[src/rtl/errsts_pkg.sv]
// Package: shared constants for the sticky error status register.
// Holds the bit positions of every flag and the masks of the
// implemented bits, so the submodules agree on one layout.
package errsts_pkg;

    localparam int STAT_W      = 8;

    localparam int BIT_IRQ     = 7;
    localparam int BIT_BUSINIT = 6;
    localparam int BIT_NEXT    = 5;
    localparam int BIT_FIRST   = 3;
    localparam int BIT_PMON1   = 1;
    localparam int BIT_PMON0   = 0;

    // Bits that have storage at all (4 and 2 are reserved).
    localparam logic [STAT_W-1:0] IMPL_MASK =
        (STAT_W'(1) << BIT_IRQ)   | (STAT_W'(1) << BIT_BUSINIT) |
        (STAT_W'(1) << BIT_NEXT)  | (STAT_W'(1) << BIT_FIRST)   |
        (STAT_W'(1) << BIT_PMON1) | (STAT_W'(1) << BIT_PMON0);

    // Readable mask for the chosen side variant.
    function automatic logic [STAT_W-1:0] side_mask(input logic secondary);
        side_mask = secondary ? (IMPL_MASK & ~(STAT_W'(1) << BIT_BUSINIT))
                              : IMPL_MASK;
    endfunction

endpackage

[src/rtl/errsts_first_track.sv]
// Module: first-error occupancy tracker.
// Holds one bit saying whether the first-error capture is occupied
// and routes each bus error cycle to the first or the next flag.
// Assumes bus_err bits are one-cycle pulses. A same-cycle clear
// strobe is applied before routing. Only the power-good reset clears it.
module errsts_first_track #(
    parameter int ERR_SRCS = 2
) (
    input  logic                clk,
    input  logic                rst_n,
    input  logic [ERR_SRCS-1:0] bus_err,
    input  logic                first_clr,
    output logic                first_set,
    output logic                next_set,
    output logic                held
);

    logic held_q;
    logic any_err;
    logic held_eff;

    // Purpose: collapse all error sources and apply the clear ahead of routing.
    always_comb begin
        any_err   = |bus_err;
        held_eff  = held_q & ~first_clr;
        first_set = any_err & ~held_eff;
        next_set  = any_err & held_eff;
    end

    // Purpose: occupancy state, cleared on power-good reset only.
    always_ff @(posedge clk) begin
        if (!rst_n) begin
            held_q <= 1'b0;
        end else begin
            held_q <= held_eff | any_err;
        end
    end

    assign held = held_q;

endmodule

[src/rtl/errsts_event_map.sv]
// Module: event-to-bit mapper.
// Places each source pulse at its flag position and drops the
// bus-initialisation pulse on the secondary-side variant.
// Purely combinational. Reserved positions are driven to zero.
module errsts_event_map
    import errsts_pkg::*;
(
    input  logic              secondary,
    input  logic              irq_evt,
    input  logic              businit_evt,
    input  logic              first_set,
    input  logic              next_set,
    input  logic              pmon1_evt,
    input  logic              pmon0_evt,
    output logic [STAT_W-1:0] set_vec
);

    // Purpose: build the per-bit set request vector.
    always_comb begin
        set_vec              = '0;
        set_vec[BIT_IRQ]     = irq_evt;
        set_vec[BIT_BUSINIT] = businit_evt & ~secondary;
        set_vec[BIT_NEXT]    = next_set;
        set_vec[BIT_FIRST]   = first_set;
        set_vec[BIT_PMON1]   = pmon1_evt;
        set_vec[BIT_PMON0]   = pmon0_evt;
    end

endmodule

[src/rtl/errsts_flag_array.sv]
// Module: array of write-one-to-clear sticky flags.
// One storage bit per implemented position, chosen by IMPL_MASK.
// Reserved positions have no storage and read as zero.
// A set request wins over a clear in the same cycle.
module errsts_flag_array
    import errsts_pkg::*;
(
    input  logic              clk,
    input  logic              rst_n,
    input  logic [STAT_W-1:0] set_vec,
    input  logic [STAT_W-1:0] clr_vec,
    output logic [STAT_W-1:0] flags
);

    for (genvar i = 0; i < STAT_W; i++) begin : g_bit
        if (IMPL_MASK[i]) begin : g_impl
            logic q;
            // Purpose: sticky flag with set priority over clear.
            always_ff @(posedge clk) begin
                if (!rst_n) begin
                    q <= 1'b0;
                end else begin
                    q <= set_vec[i] | (q & ~clr_vec[i]);
                end
            end
            assign flags[i] = q;
        end else begin : g_resv
            assign flags[i] = 1'b0;
        end
    end

endmodule

[src/rtl/errsts_regport.sv]
// Module: register access port.
// Decodes the register offset, turns write data into a clear vector,
// and returns masked flags on a read at the offset or zero at any other
// address. Combinational read, single-cycle write strobe.
module errsts_regport
    import errsts_pkg::*;
#(
    parameter int              ADDR_W     = 8,
    parameter logic [ADDR_W-1:0] REG_OFFSET = ADDR_W'('h44)
) (
    input  logic [ADDR_W-1:0] reg_addr,
    input  logic              reg_wr,
    input  logic [STAT_W-1:0] reg_wdata,
    input  logic              secondary,
    input  logic [STAT_W-1:0] flags,
    output logic [STAT_W-1:0] clr_vec,
    output logic [STAT_W-1:0] reg_rdata
);

    logic hit;

    // Purpose: address decode, clear vector and read mux.
    always_comb begin
        hit       = (reg_addr == REG_OFFSET);
        clr_vec   = (hit && reg_wr) ? (reg_wdata & IMPL_MASK) : '0;
        reg_rdata = hit ? (flags & side_mask(secondary)) : '0;
    end

endmodule

[src/rtl/sticky_err_status.sv]
// Module: sticky error status register, top level.
// Latches event and bus error pulses into write-one-to-clear flags
// that survive the warm reset. Bus errors go to the first-error or
// next-error flag depending on the first-error occupancy state.
// Assumes all event inputs are synchronous one-cycle pulses.
module sticky_err_status
    import errsts_pkg::*;
#(
    parameter int                ADDR_W     = 8,
    parameter logic [ADDR_W-1:0] REG_OFFSET = ADDR_W'('h44),
    parameter int                ERR_SRCS   = 2
) (
    input  logic                clk,
    input  logic                pwrgood_n,
    input  logic                warm_rst_n,
    input  logic                secondary_side,
    input  logic [ADDR_W-1:0]   reg_addr,
    input  logic                reg_wr,
    input  logic [STAT_W-1:0]   reg_wdata,
    output logic [STAT_W-1:0]   reg_rdata,
    input  logic                irq_evt,
    input  logic                businit_evt,
    input  logic                pmon0_evt,
    input  logic                pmon1_evt,
    input  logic [ERR_SRCS-1:0] bus_err,
    input  logic                first_clr,
    output logic                first_held
);

    logic              first_set;
    logic              next_set;
    logic [STAT_W-1:0] set_vec;
    logic [STAT_W-1:0] clr_vec;
    logic [STAT_W-1:0] flags_q;

    // The warm reset is deliberately left unconnected: flags are sticky.

    errsts_first_track #(
        .ERR_SRCS (ERR_SRCS)
    ) u_track (
        .clk       (clk),
        .rst_n     (pwrgood_n),
        .bus_err   (bus_err),
        .first_clr (first_clr),
        .first_set (first_set),
        .next_set  (next_set),
        .held      (first_held)
    );

    errsts_event_map u_map (
        .secondary   (secondary_side),
        .irq_evt     (irq_evt),
        .businit_evt (businit_evt),
        .first_set   (first_set),
        .next_set    (next_set),
        .pmon1_evt   (pmon1_evt),
        .pmon0_evt   (pmon0_evt),
        .set_vec     (set_vec)
    );

    errsts_flag_array u_flags (
        .clk     (clk),
        .rst_n   (pwrgood_n),
        .set_vec (set_vec),
        .clr_vec (clr_vec),
        .flags   (flags_q)
    );

    errsts_regport #(
        .ADDR_W     (ADDR_W),
        .REG_OFFSET (REG_OFFSET)
    ) u_port (
        .reg_addr  (reg_addr),
        .reg_wr    (reg_wr),
        .reg_wdata (reg_wdata),
        .secondary (secondary_side),
        .flags     (flags_q),
        .clr_vec   (clr_vec),
        .reg_rdata (reg_rdata)
    );

endmodule

[config.mk]
export PLATFORM = sky130hd
export DESIGN_NAME = sticky_err_status
export DESIGN_NICKNAME = d
export VERILOG_FILES = /design/src/rtl/errsts_pkg.sv /design/src/rtl/errsts_first_track.sv /design/src/rtl/errsts_event_map.sv /design/src/rtl/errsts_flag_array.sv /design/src/rtl/errsts_regport.sv /design/src/rtl/sticky_err_status.sv
export SDC_FILE = /design/constraint.sdc
export NUM_CORES = 1
export LEC_CHECK = 0
export ABC_AREA = 1
export BUFFER_PORTS_ARGS = -buffer_cell sky130_fd_sc_hd__buf_2
export CAP_MARGIN = 20
export CORE_AREA = 2 2 39 41
export CTS_BUF_LIST = sky130_fd_sc_hd__clkbuf_16
export DETAILED_ROUTE_END_ITERATION = 7
export DIE_AREA = 0 0 41 43
export GPL_TIMING_DRIVEN = 1
export PLACE_DENSITY_LB_ADDON = 0.12
export RECOVER_POWER = 50
export SYNTH_ARGS = -nofsm -noshare
export SYNTH_HDL_FRONTEND = slang
export SYNTH_SLANG_ARGS = --single-unit
[constraint.sdc]
create_clock -name clk -period 1.19 [get_ports clk]
set_input_delay 0.238 -clock clk [delete_from_list [all_inputs] [get_ports clk]]
set_output_delay 0.238 -clock clk [all_outputs]
set_load 0.05 [all_outputs]
==> impl_metrics.ini, run 1 <==
[yosys]
synth.distinct_cells = 10
syn_avg_cell_area_um2 = 6.032
synth-seq-area-share_pct = 34.67
synth_cells = 67
synth_area_um2 = 404.1
ys_seq_elements = 7
ys_warn_count = 0

[routing]
drtIter0Drc = 4
vias = 503
drtPass1Iterations = 2
wl_mm = 1.089
drt-vias-per-instance = 4.192
ant_nets = 0
routedWlPerCell_um = 9.075
drc_errors = 0

[clocking]
cts-root-buf = clkbuf_16
cts_tree = built
clock_path_buffers = 2
cts-buffers-inserted = 3
clkLatencyLatePin_ns = 0.23
hold_buffers = 0
clkTransAtPathRegs_ns = 0.04
htreeDepth = 1
cts_num_sinks = 7

[die]
die_x_um = 41
placementRows = 14
die_area_um2 = 1763
die_h_um = 43
core-area_um2 = 1384
io_pins = 37
start_util_pct = 29.20

[sta]
fin_crit_sh_pct = 103.4
max_freq_mhz = 812.6
rsz0062_at_grt = true
layout_setup_ws_ns = -0.04069
skew_ns = 0.002078
slew_viol_final = 0
hold_violations = 0
finalSetupViolCount = 6
fin_crit_ns = 1.231

[placed_design]
numPortBuffers = 31
dp_worst_setup_slack_ns = -0.1544
gp_congestion = 0.6727
placed_cell_area_um2 = 653.1
hpwl_um = 828.3
dp.cells = 115

[critical_path]
path_max_fanout = 6
crit_slowest_cell = nor2_4
slowest_delay_ns = 0.15
critical-path-top-delay-family = simple AND/OR/NAND/NOR gates
cp_num_buf_inv = 3
critical_path.most_common_cell = nor2_4
crit_chain = buf_2 > inv_4 > nand2_2 > nor2_4 > nand2_8 > nor2_4 > buf_8
reg2reg_slack_ns = 0.41
worstSetupPathType = input pin to output port
start_kind = input pin
cp.arrival_ns = 0.99
critPathRequiredTime_ns = 0.95
endpoint_kind = output port

[final_layout]
stdcell_area_um2 = 804.5
utilization_pct = 58.14
ff_latch_area_um2 = 140.1
num_antenna_cells = 0
fillers = 147
finalNonFillerCells = 120
drive_gt1_share_pct = 52.88
area.growth.synth_to_final_pct = 99.07
nets = 133
multi_input_area_um2 = 260.3

[pwr]
ir_worst_vdd_v = 0.0009698
p_total_uw = 962.8
leakagePower_uw = 0.0004005
power_density_nw_per_um2 = 1197

[status]
failed_checks = setup timing
status = finished with violations

[global_routing]
grt_pass1_wl_mm = 1.593
grt_pass1_vias = 432
antenna_found_initial = 0
gr-usage-all-layers_pct = 14.13
grt_overflow = 0
grt_max_degree = 8

[worst_hold_path]
holdCritPathClass = input pin to flip-flop

[flow_run]
maxCapViolCount = 0
## power by group
group | internal (uW) | total, uW | switching, uW
logic | 58.0 | 141 | 82.6
clock network | 437 | 561 | 124
registers | 253 | 261 | 8.03
total | 748 | 963 | 215
## flip-flops by register name, summed over array words and instances (netlist names)
register and cells:
u_flags.g_bit.g_impl.q 6, u_track.held 1
## Yosys cell counts (all sizes together)
master / count / area [um^2]
nor2: 10 / 42.54
nand4: 6 / 37.54
inv: 19 / 71.32
conb: 1 / 3.750
a21oi: 7 / 35.03
dfxtp: 7 / 140.1
buf: 2 / 15.01
nand2: 15 / 58.81
## cell usage in the layout, fill, tap and decap left out, drive strengths merged
cell type / netlist / final
inv: 19 / 20
dfxtp: 7 / 7
nand2: 15 / 15
nand4: 6 / 6
a21oi: 7 / 7
conb: 1 / 2
clkbuf: 0 / 4
nor2: 10 / 10
buf: 2 / 33
## logic make-up after synthesis
family,count (synthesis),share of synthesized area [%]
flip-flops,7,34.67
AND/OR/NAND/NOR,31,34.37
other,1,0.9279
buffers and inverters,21,21.36
AO/OA/AOI/OAI,7,8.668
## path summary, 6_finish.rpt
check                                          startpoint                         to  cells past startpoint
worst max-delay path                          reg_addr[1]               reg_rdata[3]                      7
worst min-delay path                              irq_evt  u_flags.g_bit[7].g_impl.q                      3
worst max register to register               u_track.held  u_flags.g_bit[3].g_impl.q                      5
worst min register to register  u_flags.g_bit[7].g_impl.q  u_flags.g_bit[7].g_impl.q                      2
## cell type report
| cell class | instances | share of cell area [%] |
|---|---|---|
| clock buffers | 3 | 9.331 |
| clock inverters | 1 | 0.4666 |
| inverters | 19 | 9.176 |
| multi-input cells | 40 | 32.35 |
| flip-flops and latches | 7 | 17.42 |
| well taps | 16 | 2.488 |
| repair buffers | 34 | 28.77 |
## per-layer routing
| layer | up-vias | GRT usage [%] | share of wire (%) |
|---|---|---|---|
| met3 | 4 | 3.141 | 8.2 |
| met1 | 211 | 14.05 | 37 |
| met5 | - | 0 | 0 |
| li1 | 270 | - | - |
| met2 | 18 | 22.81 | 52 |
| met4 | 0 | 12.00 | 3.0 |
## worst reg2reg max path, stage by stage, from the launching register on
cell	delay, ns
dfxtp_1	0.32
inv_1	0.04
nor2_1	0.12
inv_1	0.07
nand2_1	0.06
a21oi_1	0.06
## per-stage QoR
stage,TNS (ns),hold slack [ns]
finish,-0.1160,0.2468
global route,-0.4316,0.2630
CTS,-0.2257,0.2449
detailed placement,-0.8404,0.4575
global placement,-0.7563,0.4512
floorplan,0,0.3720
## timing repair
item / 4_1_cts / 5_1_grt
endpoints found under the setup margin: 6 / 6
buffers inserted: 1 / 0
cloned: 0 / 0
resized for setup: 18 / 2
pin swaps: 7 / 1
Note: power is estimated with default switching activity, not from simulation.
==> run 2, diff against run 1 <==
--- a/config.mk
+++ b/config.mk
@@ -8,13 +8,14 @@
 export ABC_AREA = 1
 export BUFFER_PORTS_ARGS = -buffer_cell sky130_fd_sc_hd__buf_2
 export CAP_MARGIN = 20
-export CORE_AREA = 2 2 39 41
+export CORE_MARGIN = 2
+export CORE_UTILIZATION = 45
 export CTS_BUF_LIST = sky130_fd_sc_hd__clkbuf_16
 export DETAILED_ROUTE_END_ITERATION = 7
-export DIE_AREA = 0 0 41 43
 export GPL_TIMING_DRIVEN = 1
 export PLACE_DENSITY_LB_ADDON = 0.12
 export RECOVER_POWER = 50
 export SYNTH_ARGS = -nofsm -noshare
 export SYNTH_HDL_FRONTEND = slang
+export SYNTH_HIERARCHICAL = 1
 export SYNTH_SLANG_ARGS = --single-unit
==> impl_metrics.ini, run 2 <==
[status]
status = finished with violations
failed_checks = setup timing

[clocking]
clkTransAtPathRegs_ns = 0.03
htreeDepth = 1
cts_tree = built
cts-root-buf = clkbuf_16
cts_num_sinks = 7
cts-buffers-inserted = 3
clock_path_buffers = 2
clkLatencyLatePin_ns = 0.23
hold_buffers = 0

[sta]
layout_setup_ws_ns = -0.06733
fin_crit_sh_pct = 105.7
skew_ns = 0.001050
hold_violations = 0
max_freq_mhz = 795.3
setup_tns_ns = -0.2579
fin_crit_ns = 1.257
finalSetupViolCount = 6
rsz0062_at_grt = true
slew_viol_final = 0

[global_routing]
grt_max_degree = 7
gr-usage-all-layers_pct = 16.61
grt_pass1_wl_mm = 1.662
grt_pass1_vias = 456
grt_overflow = 0
antenna_found_initial = 0

[worst_hold_path]
holdCritPathClass = input pin to flip-flop
hold_depth = 3

[die]
core-area_um2 = 1156
placementRows = 12
die_x_um = 39.80
die_area_um2 = 1584
start_util_pct = 49.89
io_pins = 37
die_h_um = 39.80

[pwr]
power_density_nw_per_um2 = 1087
leakagePower_uw = 0.0004787
ir_worst_vdd_v = 0.0009505

[critical_path]
start_kind = input pin
worstSetupPathType = input pin to output port
cp.arrival_ns = 1.02
path_max_fanout = 5
critPathRequiredTime_ns = 0.95
endpoint_kind = output port
rr_worst_depth = 4
reg2reg_slack_ns = 0.40

[routing]
drt-vias-per-instance = 4.119
drtPass1Iterations = 2
wl_mm = 1.162
routedWlPerCell_um = 8.672
drtIter0Drc = 3
drc_errors = 0
vias = 552
ant_nets = 0

[yosys]
synth_area_um2 = 576.8
syn_avg_cell_area_um2 = 6.202
ys_warn_count = 6
synth_cells = 93

[placed_design]
dp.cells = 127
gp_congestion = 0.6610
numPortBuffers = 31
hpwl_um = 768.6

[final_layout]
nets = 149
num_antenna_cells = 0
fillers = 97
layout_common_cells = inv_1, buf_2
drive_gt1_share_pct = 55.83
area.growth.synth_to_final_pct = 55.75
finalNonFillerCells = 134
regMostFlops = u_flags/g_bit.g_impl.q
largest_reg_flops = 6
final_common_cell = inv_1

[flow_run]
maxCapViolCount = 0
-- run 2: power by group --
group | switching, uW | internal, uW | leakage, uW
Clock | 125 | 437 | 0.0000423
Sequential | 8.59 | 253 | 0.0000585
Combinational | 86.9 | 66.0 | 0.000378
-- run 2: final cells by class --
type                    instances  area [um^2]  area share [%]
multi-input cells              41        279.0           31.06
clock buffers                   3        75.07           8.357
flip-flops and latches          7        140.1           15.60
clock inverters                 1        3.754          0.4178
well taps                      14        17.52           1.950
repair buffers                 35        259.0           28.83
inverters                      33        123.9           13.79
-- run 2: layer usage --
layer  track usage (%)  share of wire (%)  vias to the layer above
met1             14.33                 34                      233
met4             7.759                1.4                        0
met2             33.20                 55                       23
li1                  -                  -                      293
met3             5.114                9.8                        3
met5                 0                  0                        -
-- run 2: critical path: stages --
cell and delay (ns):
buf_6 0.09, inv_2 0.04, nand2_2 0.06, nor2_4 0.16
nand2_4 0.14, nor2_4 0.14, buf_8 0.15
-- run 2: repair_timing --
item	4_1_cts	5_1_grt
endpoints found under the setup margin	6	7
pin swaps	2	8
setup buffers	2	1
cloned	0	0
resized for setup	21	11
-- run 2: metrics by stage --
step	worst slack [ns]	utilization, %	cell area [um^2]	hold slack [ns]	total power (uW)
floorplan	-0.07413	-	600.6	0.3472	378.6
global placement	-0.1484	59.09	683.2	0.4489	391.4
detailed placement	-0.1553	59.09	683.2	0.4528	394.1
CTS	-0.01213	73.27	847.1	0.2336	980.4
global route	-0.1259	77.71	898.4	0.2464	1021
finish	-0.06733	77.71	898.4	0.2351	976.3
-- run 2: final timing paths --
| kind | endpoint | from |
|---|---|---|
| worst max register to register | u_flags/g_bit[5].g_impl.q | u_track/held |
| worst min register to register | u_flags/g_bit[7].g_impl.q | u_flags/g_bit[7].g_impl.q |
| worst min-delay path | u_track/held | pwrgood_n |
| worst max-delay path | reg_rdata[7] | reg_addr[0] |
==> run 3, diff against run 2 <==
--- a/config.mk
+++ b/config.mk
@@ -13,7 +13,7 @@
 export CTS_BUF_LIST = sky130_fd_sc_hd__clkbuf_16
 export DETAILED_ROUTE_END_ITERATION = 7
 export GPL_TIMING_DRIVEN = 1
-export PLACE_DENSITY_LB_ADDON = 0.12
+export PLACE_DENSITY = 0.82
 export RECOVER_POWER = 50
 export SYNTH_ARGS = -nofsm -noshare
 export SYNTH_HDL_FRONTEND = slang
==> impl_metrics.ini, run 3 (synthesis gave the netlist of run 2 again) <==
[final_layout]
final_common_cell = inv_1
layout_common_cells = inv_1, buf_2, nor2_2
nets = 148
regMostFlops = u_flags/g_bit.g_impl.q
drive_gt1_share_pct = 55.46
num_antenna_cells = 0
area.growth.synth_to_final_pct = 55.10
largest_reg_flops = 6
finalNonFillerCells = 133
fillers = 85

[die]
placementRows = 12
core-area_um2 = 1156
start_util_pct = 49.89
io_pins = 37
die_h_um = 39.80
die_x_um = 39.80
die_area_um2 = 1584

[worst_hold_path]
hold_end = u_flags/g_bit[7].g_impl.q
hold_depth = 3
holdCritPathClass = input pin to flip-flop
worstHoldStart = irq_evt

[sta]
hold_violations = 0
layout_setup_ws_ns = -0.06085
skew_ns = 0.001134
finalSetupViolCount = 5
slew_viol_final = 0
max_freq_mhz = 799.5
rsz0062_at_grt = true
fin_crit_ns = 1.251
fin_crit_sh_pct = 105.1

[pwr]
leakagePower_uw = 0.0004811
ir_worst_vdd_v = 0.001435
power_density_nw_per_um2 = 1098

[routing]
ant_nets = 0
drtIter0Drc = 6
drt-vias-per-instance = 4.233
drc_errors = 0
routedWlPerCell_um = 10.38
wl_mm = 1.381
vias = 563
drtPass1Iterations = 4

[clocking]
hold_buffers = 0
cts-buffers-inserted = 3
cts_num_sinks = 7
cts_tree = built
clock_path_buffers = 2
cts-root-buf = clkbuf_16
clkLatencyLatePin_ns = 0.23
clkTransAtPathRegs_ns = 0.04
htreeDepth = 1

[placed_design]
numPortBuffers = 31
gp_congestion = 0.5864
hpwl_um = 844.2
dp_worst_setup_slack_ns = -0.1564
dp.cells = 126

[critical_path]
reg2reg_slack_ns = 0.45
cp_num_buf_inv = 3
critical-path-top-delay-family = simple AND/OR/NAND/NOR gates
cp.arrival_ns = 1.01
start_kind = input pin
path_max_fanout = 5
worstSetupPathType = input pin to output port
slowest_delay_ns = 0.18
r2r-start = u_track/held
r2r-end = u_flags/g_bit[5].g_impl.q
cp.depth = 7
rr_worst_depth = 4
crit_slowest_cell = buf_6
crit_chain = buf_6 > inv_4 > nand2_4 > nor2_4 > nand2_4 > nor2_2 > buf_6
endpoint_kind = output port
critPathRequiredTime_ns = 0.95

[global_routing]
antenna_found_initial = 0
grt_overflow = 0
grt_max_degree = 7
grt_pass1_vias = 511
grt_pass1_wl_mm = 1.869
gr-usage-all-layers_pct = 19.37

[status]
status = finished with violations
failed_checks = setup timing

[flow_run]
maxCapViolCount = 0
-- run 3: layer usage --
layer  up-vias  share of wire, %  global-route usage [%]
met5         -                 0                       0
li1        292                 -                       -
met3         6                10                   1.705
met1       231                34                   15.20
met2        34                51                   38.11
met4         0               4.4                   20.69
-- run 3: report_power, final --
part / internal, uW / switching [uW] / total [uW]
Clock: 437 / 124 / 560
Combinational: 70.4 / 90.0 / 160
Sequential: 253 / 8.67 / 262
Total: 760 / 222 / 983
-- run 3: stage by stage --
step	hold slack (ns)	total power (uW)	cell area [um^2]	util, %	TNS (ns)
after floorplan	0.3472	378.6	600.6	-	-0.3706
after global routing	0.2561	1025	894.6	77.38	-0.4506
after global placement	0.4483	390.1	675.6	58.44	-0.7846
final	0.2435	982.5	894.6	77.38	-0.1868
after CTS	0.2420	981.9	852.1	73.70	-0.05279
after detailed placement	0.4514	394.3	675.6	58.44	-0.8905
-- run 3: worst max path at each step --
stage	from	endpoint	slack, ns
finish	reg_addr[1]	reg_rdata[7]	-0.06
detailed placement	reg_addr[3]	reg_rdata[5]	-0.16
global route	reg_addr[1]	reg_rdata[7]	-0.1
global placement	reg_addr[3]	reg_rdata[3]	-0.14
floorplan	reg_addr[5]	reg_rdata[0]	-0.07
CTS	reg_addr[4]	reg_rdata[5]	-0.02
-- run 3: final cells by class --
cell class | count | area [um^2] | area share [%]
multi-input cells | 41 | 269.0 | 30.07
repair buffers | 34 | 260.3 | 29.09
flip-flops and latches | 7 | 140.1 | 15.66
inverters | 33 | 128.9 | 14.41
clock buffers | 3 | 75.07 | 8.392
well taps | 14 | 17.52 | 1.958
clock inverters | 1 | 3.754 | 0.4196
-- run 3: worst register-to-register path, stage by stage (launching register included) --
cell     delay, ns
dfxtp_1       0.34
nand2_1       0.07
nor2_1        0.09
inv_1         0.04
a21oi_1       0.12
-- run 3: repair_timing --
item,4_1_cts,5_1_grt
pin swaps,2,5
gates cloned,0,0
resized for setup,25,8
buffers inserted,2,1
setup endpoints to repair,6,6
